## config.mk

```make
export PLATFORM = sky130hd
export DESIGN_NAME = spi_fifo_flag_ctrl
export DESIGN_NICKNAME = d
export VERILOG_FILES = /design/src/rtl/spiflag_pkg.sv /design/src/rtl/spiflag_level_cnt.sv /design/src/rtl/spiflag_datapath.sv /design/src/rtl/spiflag_ctrl.sv /design/src/rtl/spi_fifo_flag_ctrl.sv
export SDC_FILE = /design/constraint.sdc
export NUM_CORES = 1
export LEC_CHECK = 0
export BUFFER_PORTS_ARGS = -buffer_cell sky130_fd_sc_hd__buf_4
export CAP_MARGIN = 20
export CORE_MARGIN = 5
export CORE_UTILIZATION = 51
export CTS_BUF_LIST = sky130_fd_sc_hd__clkbuf_2
export DETAILED_ROUTE_END_ITERATION = 10
export HOLD_SLACK_MARGIN = 0.02
export PLACE_DENSITY = 0.83
export SLEW_MARGIN = 15
export SYNTH_ARGS = -nofsm -noshare
export SYNTH_HDL_FRONTEND = slang
export SYNTH_SLANG_ARGS = --single-unit
```

## constraint.sdc

```tcl
create_clock -name clk -period 3.2 [get_ports clk]
set_input_delay 0.64 -clock clk [delete_from_list [all_inputs] [get_ports clk]]
set_output_delay 0.64 -clock clk [all_outputs]
set_load 0.01 [all_outputs]
```

## src/rtl/spiflag_pkg.sv

```systemverilog
package spiflag_pkg;

  // Bit positions of the interrupt vector
  localparam int INT_TX_EMPTY = 0;
  localparam int INT_TX_OVF   = 1;
  localparam int INT_RX_UDF   = 2;
  localparam int INT_RX_OVF   = 3;
  localparam int INT_RX_THR   = 4;
  localparam int INT_W        = 5;

  // Bit positions of the status word
  localparam int ST_BUSY      = 0;
  localparam int ST_TX_FULL   = 1;
  localparam int ST_TX_EMPTY  = 2;
  localparam int ST_RX_EMPTY  = 3;
  localparam int ST_RX_FULL   = 4;
  localparam int ST_SLV_BUSY  = 5;
  localparam int ST_W         = 6;

  // Clear register bits
  localparam int CLR_ALL      = 0;
  localparam int CLR_RX_UDF   = 1;
  localparam int CLR_RX_OVF   = 2;
  localparam int CLR_TX_OVF   = 3;
  localparam int CLR_W        = 4;

  // DMA enable bits
  localparam int DMA_RX       = 0;
  localparam int DMA_TX       = 1;

  // Sticky flag indices inside the datapath
  localparam int STK_TX_OVF   = 0;
  localparam int STK_RX_OVF   = 1;
  localparam int STK_RX_UDF   = 2;
  localparam int STK_N        = 3;

  typedef struct packed {
    logic             flush;
    logic             txInc;
    logic             txDec;
    logic             rxInc;
    logic             rxDec;
    logic [STK_N-1:0] stkSet;
    logic [STK_N-1:0] stkClr;
  } fifoStrobes_t;

endpackage

```

## src/rtl/spiflag_level_cnt.sv

```systemverilog
module spiflag_level_cnt #(
  parameter int DEPTH = 32,
  parameter int LVL_W = $clog2(DEPTH + 1)
) (
  input  logic             clk,
  input  logic             rstN,
  input  logic             flush,
  input  logic             inc,
  input  logic             dec,
  output logic [LVL_W-1:0] level,
  output logic             full,
  output logic             empty
);
  localparam logic [LVL_W-1:0] FULL_LVL = LVL_W'(DEPTH);

  always_ff @(posedge clk or negedge rstN) begin
    if (!rstN) begin
      level <= '0;
    end else if (flush) begin
      level <= '0;
    end else if (inc && !dec) begin
      level <= level + LVL_W'(1);
    end else if (dec && !inc) begin
      level <= level - LVL_W'(1);
    end
  end

  assign full  = (level == FULL_LVL);
  assign empty = (level == '0);
endmodule

```

## src/rtl/spiflag_datapath.sv

```systemverilog
module spiflag_datapath
  import spiflag_pkg::*;
#(
  parameter int DEPTH = 32,
  parameter int LVL_W = $clog2(DEPTH + 1)
) (
  input  logic             clk,
  input  logic             rstN,
  input  fifoStrobes_t     strb,
  output logic [LVL_W-1:0] txLevel,
  output logic [LVL_W-1:0] rxLevel,
  output logic             txFull,
  output logic             txEmpty,
  output logic             rxFull,
  output logic             rxEmpty,
  output logic [STK_N-1:0] sticky
);

  spiflag_level_cnt #(.DEPTH(DEPTH), .LVL_W(LVL_W)) u_txCnt (
    .clk  (clk),
    .rstN (rstN),
    .flush(strb.flush),
    .inc  (strb.txInc),
    .dec  (strb.txDec),
    .level(txLevel),
    .full (txFull),
    .empty(txEmpty)
  );

  spiflag_level_cnt #(.DEPTH(DEPTH), .LVL_W(LVL_W)) u_rxCnt (
    .clk  (clk),
    .rstN (rstN),
    .flush(strb.flush),
    .inc  (strb.rxInc),
    .dec  (strb.rxDec),
    .level(rxLevel),
    .full (rxFull),
    .empty(rxEmpty)
  );

  // Sticky event flags: a set in the same cycle as a clear wins
  for (genvar g = 0; g < STK_N; g++) begin : g_sticky
    always_ff @(posedge clk or negedge rstN) begin
      if (!rstN) begin
        sticky[g] <= 1'b0;
      end else if (strb.stkSet[g]) begin
        sticky[g] <= 1'b1;
      end else if (strb.stkClr[g]) begin
        sticky[g] <= 1'b0;
      end
    end
  end
endmodule

```

## src/rtl/spiflag_ctrl.sv

```systemverilog
module spiflag_ctrl
  import spiflag_pkg::*;
#(
  parameter int DEPTH = 32,
  parameter int LVL_W = $clog2(DEPTH + 1)
) (
  input  logic             enable,
  input  logic             txPush,
  input  logic             txPop,
  input  logic             rxPush,
  input  logic             rxPop,
  input  logic             engineBusy,
  input  logic             slaveTxBusy,
  input  logic             clrWr,
  input  logic [CLR_W-1:0] clrData,
  input  logic [LVL_W-1:0] rxThresh,
  input  logic [LVL_W-1:0] txDmaThresh,
  input  logic [LVL_W-1:0] rxDmaThresh,
  input  logic [INT_W-1:0] intMask,
  input  logic [1:0]       dmaEn,
  input  logic [LVL_W-1:0] txLevel,
  input  logic [LVL_W-1:0] rxLevel,
  input  logic             txFull,
  input  logic             txEmpty,
  input  logic             rxFull,
  input  logic             rxEmpty,
  input  logic [STK_N-1:0] sticky,
  output fifoStrobes_t     strb,
  output logic [ST_W-1:0]  status,
  output logic [INT_W-1:0] rawInt,
  output logic [INT_W-1:0] maskedInt,
  output logic             irq,
  output logic             txDmaReq,
  output logic             rxDmaReq
);
  // One extra bit so that threshold + 1 cannot wrap
  logic [LVL_W:0] rxDmaLimit;

  always_comb begin
    strb       = '0;
    strb.flush = !enable;
    strb.txInc = enable && txPush && !txFull;
    strb.txDec = enable && txPop  && !txEmpty;
    strb.rxInc = enable && rxPush && !rxFull;
    strb.rxDec = enable && rxPop  && !rxEmpty;

    strb.stkSet[STK_TX_OVF] = enable && txPush && txFull;
    strb.stkSet[STK_RX_OVF] = enable && rxPush && rxFull;
    strb.stkSet[STK_RX_UDF] = enable && rxPop  && rxEmpty;

    strb.stkClr[STK_TX_OVF] = clrWr && (clrData[CLR_ALL] || clrData[CLR_TX_OVF]);
    strb.stkClr[STK_RX_OVF] = clrWr && (clrData[CLR_ALL] || clrData[CLR_RX_OVF]);
    strb.stkClr[STK_RX_UDF] = clrWr && (clrData[CLR_ALL] || clrData[CLR_RX_UDF]);
  end

  always_comb begin
    status              = '0;
    status[ST_BUSY]     = enable && (engineBusy || !txEmpty);
    status[ST_TX_FULL]  = txFull;
    status[ST_TX_EMPTY] = txEmpty;
    status[ST_RX_EMPTY] = rxEmpty;
    status[ST_RX_FULL]  = rxFull;
    status[ST_SLV_BUSY] = enable && slaveTxBusy;
  end

  always_comb begin
    rawInt               = '0;
    rawInt[INT_TX_EMPTY] = txEmpty;
    rawInt[INT_TX_OVF]   = sticky[STK_TX_OVF];
    rawInt[INT_RX_UDF]   = sticky[STK_RX_UDF];
    rawInt[INT_RX_OVF]   = sticky[STK_RX_OVF];
    rawInt[INT_RX_THR]   = (rxLevel > rxThresh);
  end

  assign maskedInt  = rawInt & intMask;
  assign irq        = |maskedInt;

  assign rxDmaLimit = {1'b0, rxDmaThresh} + (LVL_W + 1)'(1);
  assign txDmaReq   = enable && dmaEn[DMA_TX] && (txLevel <= txDmaThresh);
  assign rxDmaReq   = enable && dmaEn[DMA_RX] && ({1'b0, rxLevel} >= rxDmaLimit);
endmodule

```

## src/rtl/spi_fifo_flag_ctrl.sv

```systemverilog
module spi_fifo_flag_ctrl
  import spiflag_pkg::*;
#(
  parameter  int DEPTH = 32,
  localparam int LVL_W = $clog2(DEPTH + 1)
) (
  input  logic             clk,
  input  logic             rstN,
  input  logic             enable,
  input  logic             txPush,
  input  logic             txPop,
  input  logic             rxPush,
  input  logic             rxPop,
  input  logic             engineBusy,
  input  logic             slaveTxBusy,
  input  logic             clrWr,
  input  logic [3:0]       clrData,
  input  logic [LVL_W-1:0] rxThresh,
  input  logic [LVL_W-1:0] txDmaThresh,
  input  logic [LVL_W-1:0] rxDmaThresh,
  input  logic [4:0]       intMask,
  input  logic [1:0]       dmaEn,
  output logic [LVL_W-1:0] txLevel,
  output logic [LVL_W-1:0] rxLevel,
  output logic [5:0]       status,
  output logic [4:0]       rawInt,
  output logic [4:0]       maskedInt,
  output logic             irq,
  output logic             txDmaReq,
  output logic             rxDmaReq
);
  fifoStrobes_t     strb;
  logic             txFull, txEmpty, rxFull, rxEmpty;
  logic [STK_N-1:0] sticky;

  spiflag_ctrl #(.DEPTH(DEPTH), .LVL_W(LVL_W)) u_ctrl (
    .enable     (enable),
    .txPush     (txPush),
    .txPop      (txPop),
    .rxPush     (rxPush),
    .rxPop      (rxPop),
    .engineBusy (engineBusy),
    .slaveTxBusy(slaveTxBusy),
    .clrWr      (clrWr),
    .clrData    (clrData),
    .rxThresh   (rxThresh),
    .txDmaThresh(txDmaThresh),
    .rxDmaThresh(rxDmaThresh),
    .intMask    (intMask),
    .dmaEn      (dmaEn),
    .txLevel    (txLevel),
    .rxLevel    (rxLevel),
    .txFull     (txFull),
    .txEmpty    (txEmpty),
    .rxFull     (rxFull),
    .rxEmpty    (rxEmpty),
    .sticky     (sticky),
    .strb       (strb),
    .status     (status),
    .rawInt     (rawInt),
    .maskedInt  (maskedInt),
    .irq        (irq),
    .txDmaReq   (txDmaReq),
    .rxDmaReq   (rxDmaReq)
  );

  spiflag_datapath #(.DEPTH(DEPTH), .LVL_W(LVL_W)) u_dp (
    .clk    (clk),
    .rstN   (rstN),
    .strb   (strb),
    .txLevel(txLevel),
    .rxLevel(rxLevel),
    .txFull (txFull),
    .txEmpty(txEmpty),
    .rxFull (rxFull),
    .rxEmpty(rxEmpty),
    .sticky (sticky)
  );
endmodule

```

# Word-level counts from Yosys, hierarchy flattened
# Cells that the tools add are included.
[word_totals]
reg_bits = 15
out_inout_bits = 31
inputBits = 39
[op_classes]
n_reduce_logical = 42
magnitude_cmp = 3
bitwise_logic = 1
add_sub_neg = 5
eq_ne = 4
mux = 12
[op_table]
columns = ["operator", "count"]
rows = [
  ["$mux 6", 6],
  ["$logic_and 1x1->1", 24],
  ["$add 6x1->6 const B", 2],
  ["$eq 6x6->1 const B", 2],
  ["$logic_not 6->1", 2],
  ["$sub 6x1->6 const B", 2],
  ["$logic_not 1->1", 8],
  ["$add 6x1->7 const B", 1],
  ["$ge 6x7->1", 1],
  ["$gt 6x6->1", 1],
  ["$le 6x6->1", 1],
  ["$mux 1", 6],
  ["$ne 3x1->1 const B", 2],
  ["$reduce_bool 2->1", 3],
  ["$and 5x5->5", 1],
  ["$reduce_or 5->1", 1],
  ["$logic_or 1x1->1", 4],
]

# Longest topological paths before layout
# Gate-level depths: netlist of the first run.
[depth]
word_depth = 8
mapped_depth = 12

# Modules after synthesis
# From an unflattened synthesis of the first run, not the netlist that was laid out.
[hier_totals]
cells_unflattened = 219
hier_area_um2 = 1764.2
[modules_own_cells]
columns = ["module", "cells_per_inst", "n_inst", "area_each_um2"]
rows = [
  ["spiflag_level_cnt", 52, 2, 466.7],
  ["spiflag_ctrl", 106, 1, 721.9],
  ["spiflag_datapath", 9, 1, 108.9],
]

# Worst setup path before layout of the first run
# OpenSTA, ideal clock, no wires.
[synth_timing]
path_type = "register -> register"
start = "register u_dp.u_rxCnt.level[3]"
end = "register u_dp.u_rxCnt.level[5]"
arrival_ps = 2794
required_ps = 3076
stages_incl_launch_ff = 12
path_slack_ps = 282
path_cell_list = "dfrtp_1 or4_4 o21ai_2 nand3_1 nand2b_1 ha_1 a211oi_1 o21bai_1 a21oi_1 mux2i_1 nor2_1 o31a_1"
[synth_via]
elab_chain_cells = 7
elab_cells_between_ends = 16
cone_classes = "add/sub (2); eq/ne (2); mux (3); reduce/logical (9)"
[synth_lines]
columns = ["element", "line", "text"]
rows = [
  ["from (decl)", "spiflag_level_cnt.sv:10", "output logic [LVL_W-1:0] level,"],
  ["from (signal assigned)", "spiflag_level_cnt.sv:22", "level <= level + LVL_W'(1);"],
  ["from (signal assigned)", "spiflag_level_cnt.sv:24", "level <= level - LVL_W'(1);"],
  ["branches (longest 7 deep; another with $sub 6x1->6)", "--", ""],
]
# Parallel ways; which one is timed is not known. The select of a mux whose other input is x is not followed.
# A chain may end at the register's enable or synchronous reset.

# Worst setup path in the final report of the first run
[layout_timing]
start = "register u_dp.u_rxCnt.level[0]"
end = "register u_dp.u_rxCnt.level[5]"
# Same word-level chain as after synthesis.

==> results of run 1 <==
[layout by cell type (no fill, tap or decap), types with 2 or more instances in the layout]
cell       n
buf_4     74
inv_1     27
ha_1      27
dfrtp_1   14
nand2_1   11
a21o_1    10
mux2i_1   10
o21ai_0    9
a21oi_1    9
xnor2_1    9
nor2_1     8
nand3_1    7
and2_1     7
nand2b_1   5
nor2b_1    5
clkbuf_2   4
a211oi_1   3
a32o_1     3
nor3_1     2
xor2_1     2
and3_1     2
o211ai_1   2
o21bai_1   2
o21ai_1    2
fa_1       2
[cell type report]
class                           count  share of cell area (%)
Multi-Input combinational cell    155                    52.4
Timing Repair Buffer               74                    23.8
Sequential cell                    15                    16.1
Inverter                           27                    4.34
Tap cell                           46                    2.46
Clock buffer                        4                   0.857
[power by group through the flow]
stage               clock network [mW]  registers (mW)  logic, mW
global placement                     0           0.359       1.29
global route                     0.109           0.373       1.49
floorplan                            0           0.389      0.868
detailed placement                   0           0.362       1.32
finish                          0.0975           0.357       1.32
CTS                              0.103           0.357       1.32
[worst reg2reg max path, stage by stage (launching register included)]
cell and delay (ps):
dfrtp_1 440, or4_4 570, o21ai_2 180, nand3_1 80, nand2b_1 220, ha_1 330
a211oi_1 340, o21bai_1 160, a21oi_2 200, mux2i_1 200, nor2_1 50, o31a_1 220
[repair_timing]
action | in CTS | in global routing
resized for setup | 0 | 3
setup endpoints to repair | 0 | 2
setup buffers | 0 | 0
[cell families (layout without fill, tap and decap cells)]
family	count (synthesis)	count (layout)	share of synthesized area, %
buf+inv	35	105	8.99
xor+xnor	11	11	5.49
compound gates	51	51	20.0
simple gates	54	54	16.8
flops	15	15	21.4
mux	10	10	5.71
fa+ha+maj	29	29	21.5
[sequential cells by signal, summed over array words and instances, names as in the netlist]
register	count
u_dp.u_rxCnt.level	6
u_dp.sticky	3
u_dp.u_txCnt.level	6
[Yosys cell counts, types with 3 or more instances]
library cell and instances:
o21ai_0 10, nand2b_1 5, a21o_1 10, nor2b_1 5, ha_1 27, a32o_1 3
nor2_1 8, dfrtp_1 15, nand2_1 11, a211oi_1 3, nand3_1 7, xnor2_1 9
a21oi_1 10, buf_4 5, inv_1 27, mux2i_1 10, and2_1 7
[metal layers]
metal,vias up,share of wire [%],GRT usage (%)
met2,44,51,32.3
met5,-,0,0
li1,861,-,-
met3,5,5.7,1.62
met1,757,42,23.3
met4,0,1.2,5.46
[through the flow]
| stage | cell area [um^2] | setup WS [ps] | hold WS (ps) | setup TNS (ps) |
|---|---|---|---|---|
| floorplan | 1750 | 282 | 344 | 0 |
| global placement | 2310 | 197 | 500 | 0 |
| detailed placement | 2310 | 134 | 508 | 0 |
| CTS | 2330 | 112 | 149 | 0 |
| global route | 2340 | -27.8 | 140 | -27.8 |
| finish | 2340 | 120 | 155 | 0 |
[worst paths after layout]
path                                               to  slack, ps  cells past startpoint
worst min register to register         u_dp.sticky[2]        550                      1
worst min-delay path                   u_dp.sticky[0]        150                      1
max in group asynchronous       u_dp.u_txCnt.level[1]       2850                      1
worst max-delay path            u_dp.u_rxCnt.level[5]        120                     11
min in group clk                       u_dp.sticky[2]        550                      1
worst max register to register  u_dp.u_rxCnt.level[5]        120                     11
==> out/summary.txt, run 1 <==
Critical Path Source - u_dp.u_rxCnt.level[0]
Final Hold Viols - 0
# nets final - 344
prevailing post-synth register cell - dfrtp_1
CP required - 3410 ps
sequential fraction of design power - 20.1%
synth top area cells - dfrtp_1 (21%), ha_1 (19%), inv_1 (5.8%)
drt via density - 5.19
wire per inst - 12.9 um
crit start category - flop
Rel. slew slack - 58.2%
Overall Power - 1.78 mW
fillcell total - 299
Clock Skews - 14.7 ps
CTS tree - yes
period utilization - 96.2%
Final ANT Viol Nets - 0
YS warnings - 0
GR Overflow Total - 0
reg2reg start - u_dp.u_rxCnt.level[0]
area of the multi-input gates - 1220 um^2
Starting Density - 52.6%
drt drc - 0
vias in the first global route - 1,581
number of synthesized flops with an enable pin - 0
hold_buf cts - 0
FF+latch count, synth - 15
Cell Pwr Density - 760 nW/um^2
Non-Filler Instances - 321
worst endpoint data arrival time - 3290 ps
largest net degree at the start of global routing - 16
Clock Tree Buf Depth - 2
# setup viols final - 0
Ports - 70
Root Driver - clkbuf_2
synth unique cells - 43
max frequency - 0.325 GHz
Crit. End Element - flop
vias - 1,667
min Tclk post-route - 3080 ps
worst hold path class - primary input to asynchronous set/reset pin
post-synth top area share - 21.4%
switching share of total power - 45.0%
Placeable Area - 3340 um^2
initial antenna violation count - 0
Async SR Flop Fraction - 100%
Worst path max stage delay - 570 ps
Syn Inst Count - 205
worst-path fanout max - 5
Worst Max-Slew Pin Slew - 626 ps
area leader, netlist - dfrtp_1
Comb pwr share - 74.4%
area grow syn2layout - 33.2%
Final HPWL DP - 3.51 mm
Pleak - 1.33 nW
Util after Layout - 70.0%
antenna cell count - 0
Reg clk slew, reported paths - 160 ps
CTS Buf Count - 3
CP max stage cell - or4_4
height of the die - 68.6 um
GRT Util Overall - 18.2%
input/output buffers - 69
Sink Count - 15
Iter 0 DRT Violations - 65
H-Tree Depth - 1
FF+latch area - 377 um^2
Die Wd - 68.6 um
Worst path top cell family by delay - compound AO/OA/AOI/OAI gates
Syn Area/Cell - 8.56 um^2
total net switching power - 0.799 mW
Buffers & Inverters on Critical Path - 0
Clk pwr share - 5.5%
fraction of layout cells with a size suffix above 1 - 30.9%
status - complete, no violations
max-capacitance violation count - 0
DP Cell Count - 317
DIE AREA - 4710 um^2
first-pass GRT wire length - 6.67 mm
Post-Syn Area - 1750 um^2
CP Cell Sequence - or4_4 -> o21ai_2 -> nand3_1 -> nand2b_1 -> ha_1 -> a211oi_1 -> o21bai_1 -> a21oi_2 -> mux2i_1 -> nor2_1 -> o31a_1
Final Max Slew Viols - 0
FP Rows - 21
Crit Path Category - flop to flop
First-pass DRT Iterations - 4
Mapped Nets - 273
post-synthesis sequential area ratio - 21.4%
Cell Int Power - 0.976 mW
Max VDD drop - 0.476 mV
Post-Route WL - 4.14 mm
GPL Wtd Cong - 0.884
clock latency on the worst-skew pair - 300 ps
No activity file was read; power rests on OpenSTA's default activity.
==> run 2, diff against run 1 <==
CORE_ASPECT_RATIO = 1.4   (was not set)
CORE_UTILIZATION = 25   (was 51)
PLACE_DENSITY = not set   (was 0.83)
==> out/summary.txt, run 2 (synthesis results as in run 1) <==
status - complete, no violations
initial antenna violation count - 1
period utilization - 94.9%
fillcell total - 731
Critical Path Source - u_dp.u_rxCnt.level[3]
most common cell after layout, fill and taps aside - buf_4
largest net degree at the start of global routing - 19
Final HPWL DP - 3.94 mm
fraction of layout cells with a size suffix above 1 - 31.9%
Worst R2R End - u_dp.u_rxCnt.level[5]
Util after Layout - 35.1%
CTS tree - yes
Sink Count - 15
Starting Density - 25.5%
worst-path fanout max - 5
Ports - 70
Final ANT Viol Nets - 0
CP required - 2560 ps
CTS Buf Count - 3
Pleak - 1.34 nW
Iter 0 DRT Violations - 36
Cell Pwr Density - 746 nW/um^2
worst endpoint data arrival time - 2400 ps
FP Rows - 36
Clock Tree Buf Depth - 2
crit start category - flop
First-pass DRT Iterations - 5
max frequency - 0.329 GHz
hold_buf cts - 0
Rel. slew slack - 58.9%
GR Overflow Total - 0
first-pass GRT wire length - 7.64 mm
Clock Skews - 28.0 ps
# setup viols final - 0
Crit Path Category - flop to primary output
Reg2Reg Depth - 11
GRT Util Overall - 10.9%
RSZ-0062 raised after global routing - no
Die Wd - 80.8 um
Top Registers - u_dp.u_rxCnt.level: 6 flops, u_dp.u_txCnt.level: 6 flops, u_dp.sticky: 3 flops
Placeable Area - 6890 um^2
Post-Route WL - 4.63 mm
clock latency on the worst-skew pair - 300 ps
Worst Max-Slew Pin Slew - 616 ps
max-capacitance violation count - 0
Setup crit end - irq
Root Driver - clkbuf_2
# nets final - 345
vias in the first global route - 1,719
Final Hold Viols - 0
Final Max Slew Viols - 0
commonest cells after routing, fill and taps aside - buf_4 (75), inv_1 (27), ha_1 (27)
Max VDD drop - 0.238 mV
Reg clk slew, reported paths - 180 ps
min Tclk post-route - 3040 ps
DIE AREA - 8820 um^2
Crit. End Element - primary output
input/output buffers - 69
drt via density - 4.57
H-Tree Depth - 1
wire per inst - 12.4 um
final setup TNS - 0 ps
vias - 1,700
GPL Wtd Cong - 0.830
height of the die - 109 um
area grow syn2layout - 38.1%
reg2reg start - u_dp.u_rxCnt.level[0]
drt drc - 0
worst hold path class - primary input to asynchronous set/reset pin
reg2reg setup slack - 220 ps
## run 2: worst max-delay path, cell delays in order, from the launching register on
cell     delay [ps]
dfrtp_1         420
buf_4           170
ha_1            290
a41o_1          250
a21oi_2         110
a32oi_2          70
and2_1          160
or4_1           460
buf_4           160
## run 2: final cells by class
class	count	area [um^2]	area share, %
Antenna cell	1	2.50	0.103
Clock buffer	4	20.0	0.826
Inverter	27	101	4.18
Multi-Input combinational cell	155	1240	51.2
Sequential cell	15	375	15.5
Tap cell	95	119	4.91
Timing Repair Buffer	75	563	23.2
## run 2: worst min path at each step
stage,startpoint,end,slack [ps],depth (start not counted)
6_report,rstN,u_dp.sticky[0],170,1
5_1_grt,rstN,u_dp.sticky[0],140,1
4_1_cts,rstN,u_dp.u_rxCnt.level[3],160,1
3_5_place_dp,rstN,u_dp.u_txCnt.level[0],520,1
3_3_place_gp,u_dp.sticky[2],u_dp.sticky[2],510,1
2_1_floorplan,rstN,u_dp.sticky[0],340,0
## run 2: per-stage QoR
stage	worst slack, ps	std cells	total power, mW	cell area, um^2	hold slack (ps)
2_1_floorplan	282	205	1.26	1750	344
3_3_place_gp	196	367	1.68	2380	510
3_5_place_dp	141	367	1.70	2380	518
4_1_cts	82.9	371	1.81	2400	160
5_1_grt	1.27	372	2.02	2420	145
6_report	162	372	1.81	2420	167
## run 2: timing repair
action,in CTS,in global routing
endpoints found under the setup margin,0,2
gates resized for setup,0,5
setup buffers,0,0
## run 2: layer usage
layer	global-route usage, %	vias up	part of all wire, %
li1	-	859	-
met1	11.4	784	38
met2	20.6	49	53
met3	1.82	8	6.4
met4	5.07	0	2.4
met5	0	-	0
## run 2: where the power goes
| group | total [mW] | switching (mW) | internal (mW) | leakage (nW) |
|---|---|---|---|---|
| clock | 0.0986 | 0.0654 | 0.0332 | 0.0166 |
| combinational | 1.36 | 0.660 | 0.701 | 1.12 |
| sequential | 0.348 | 0.0894 | 0.259 | 0.197 |
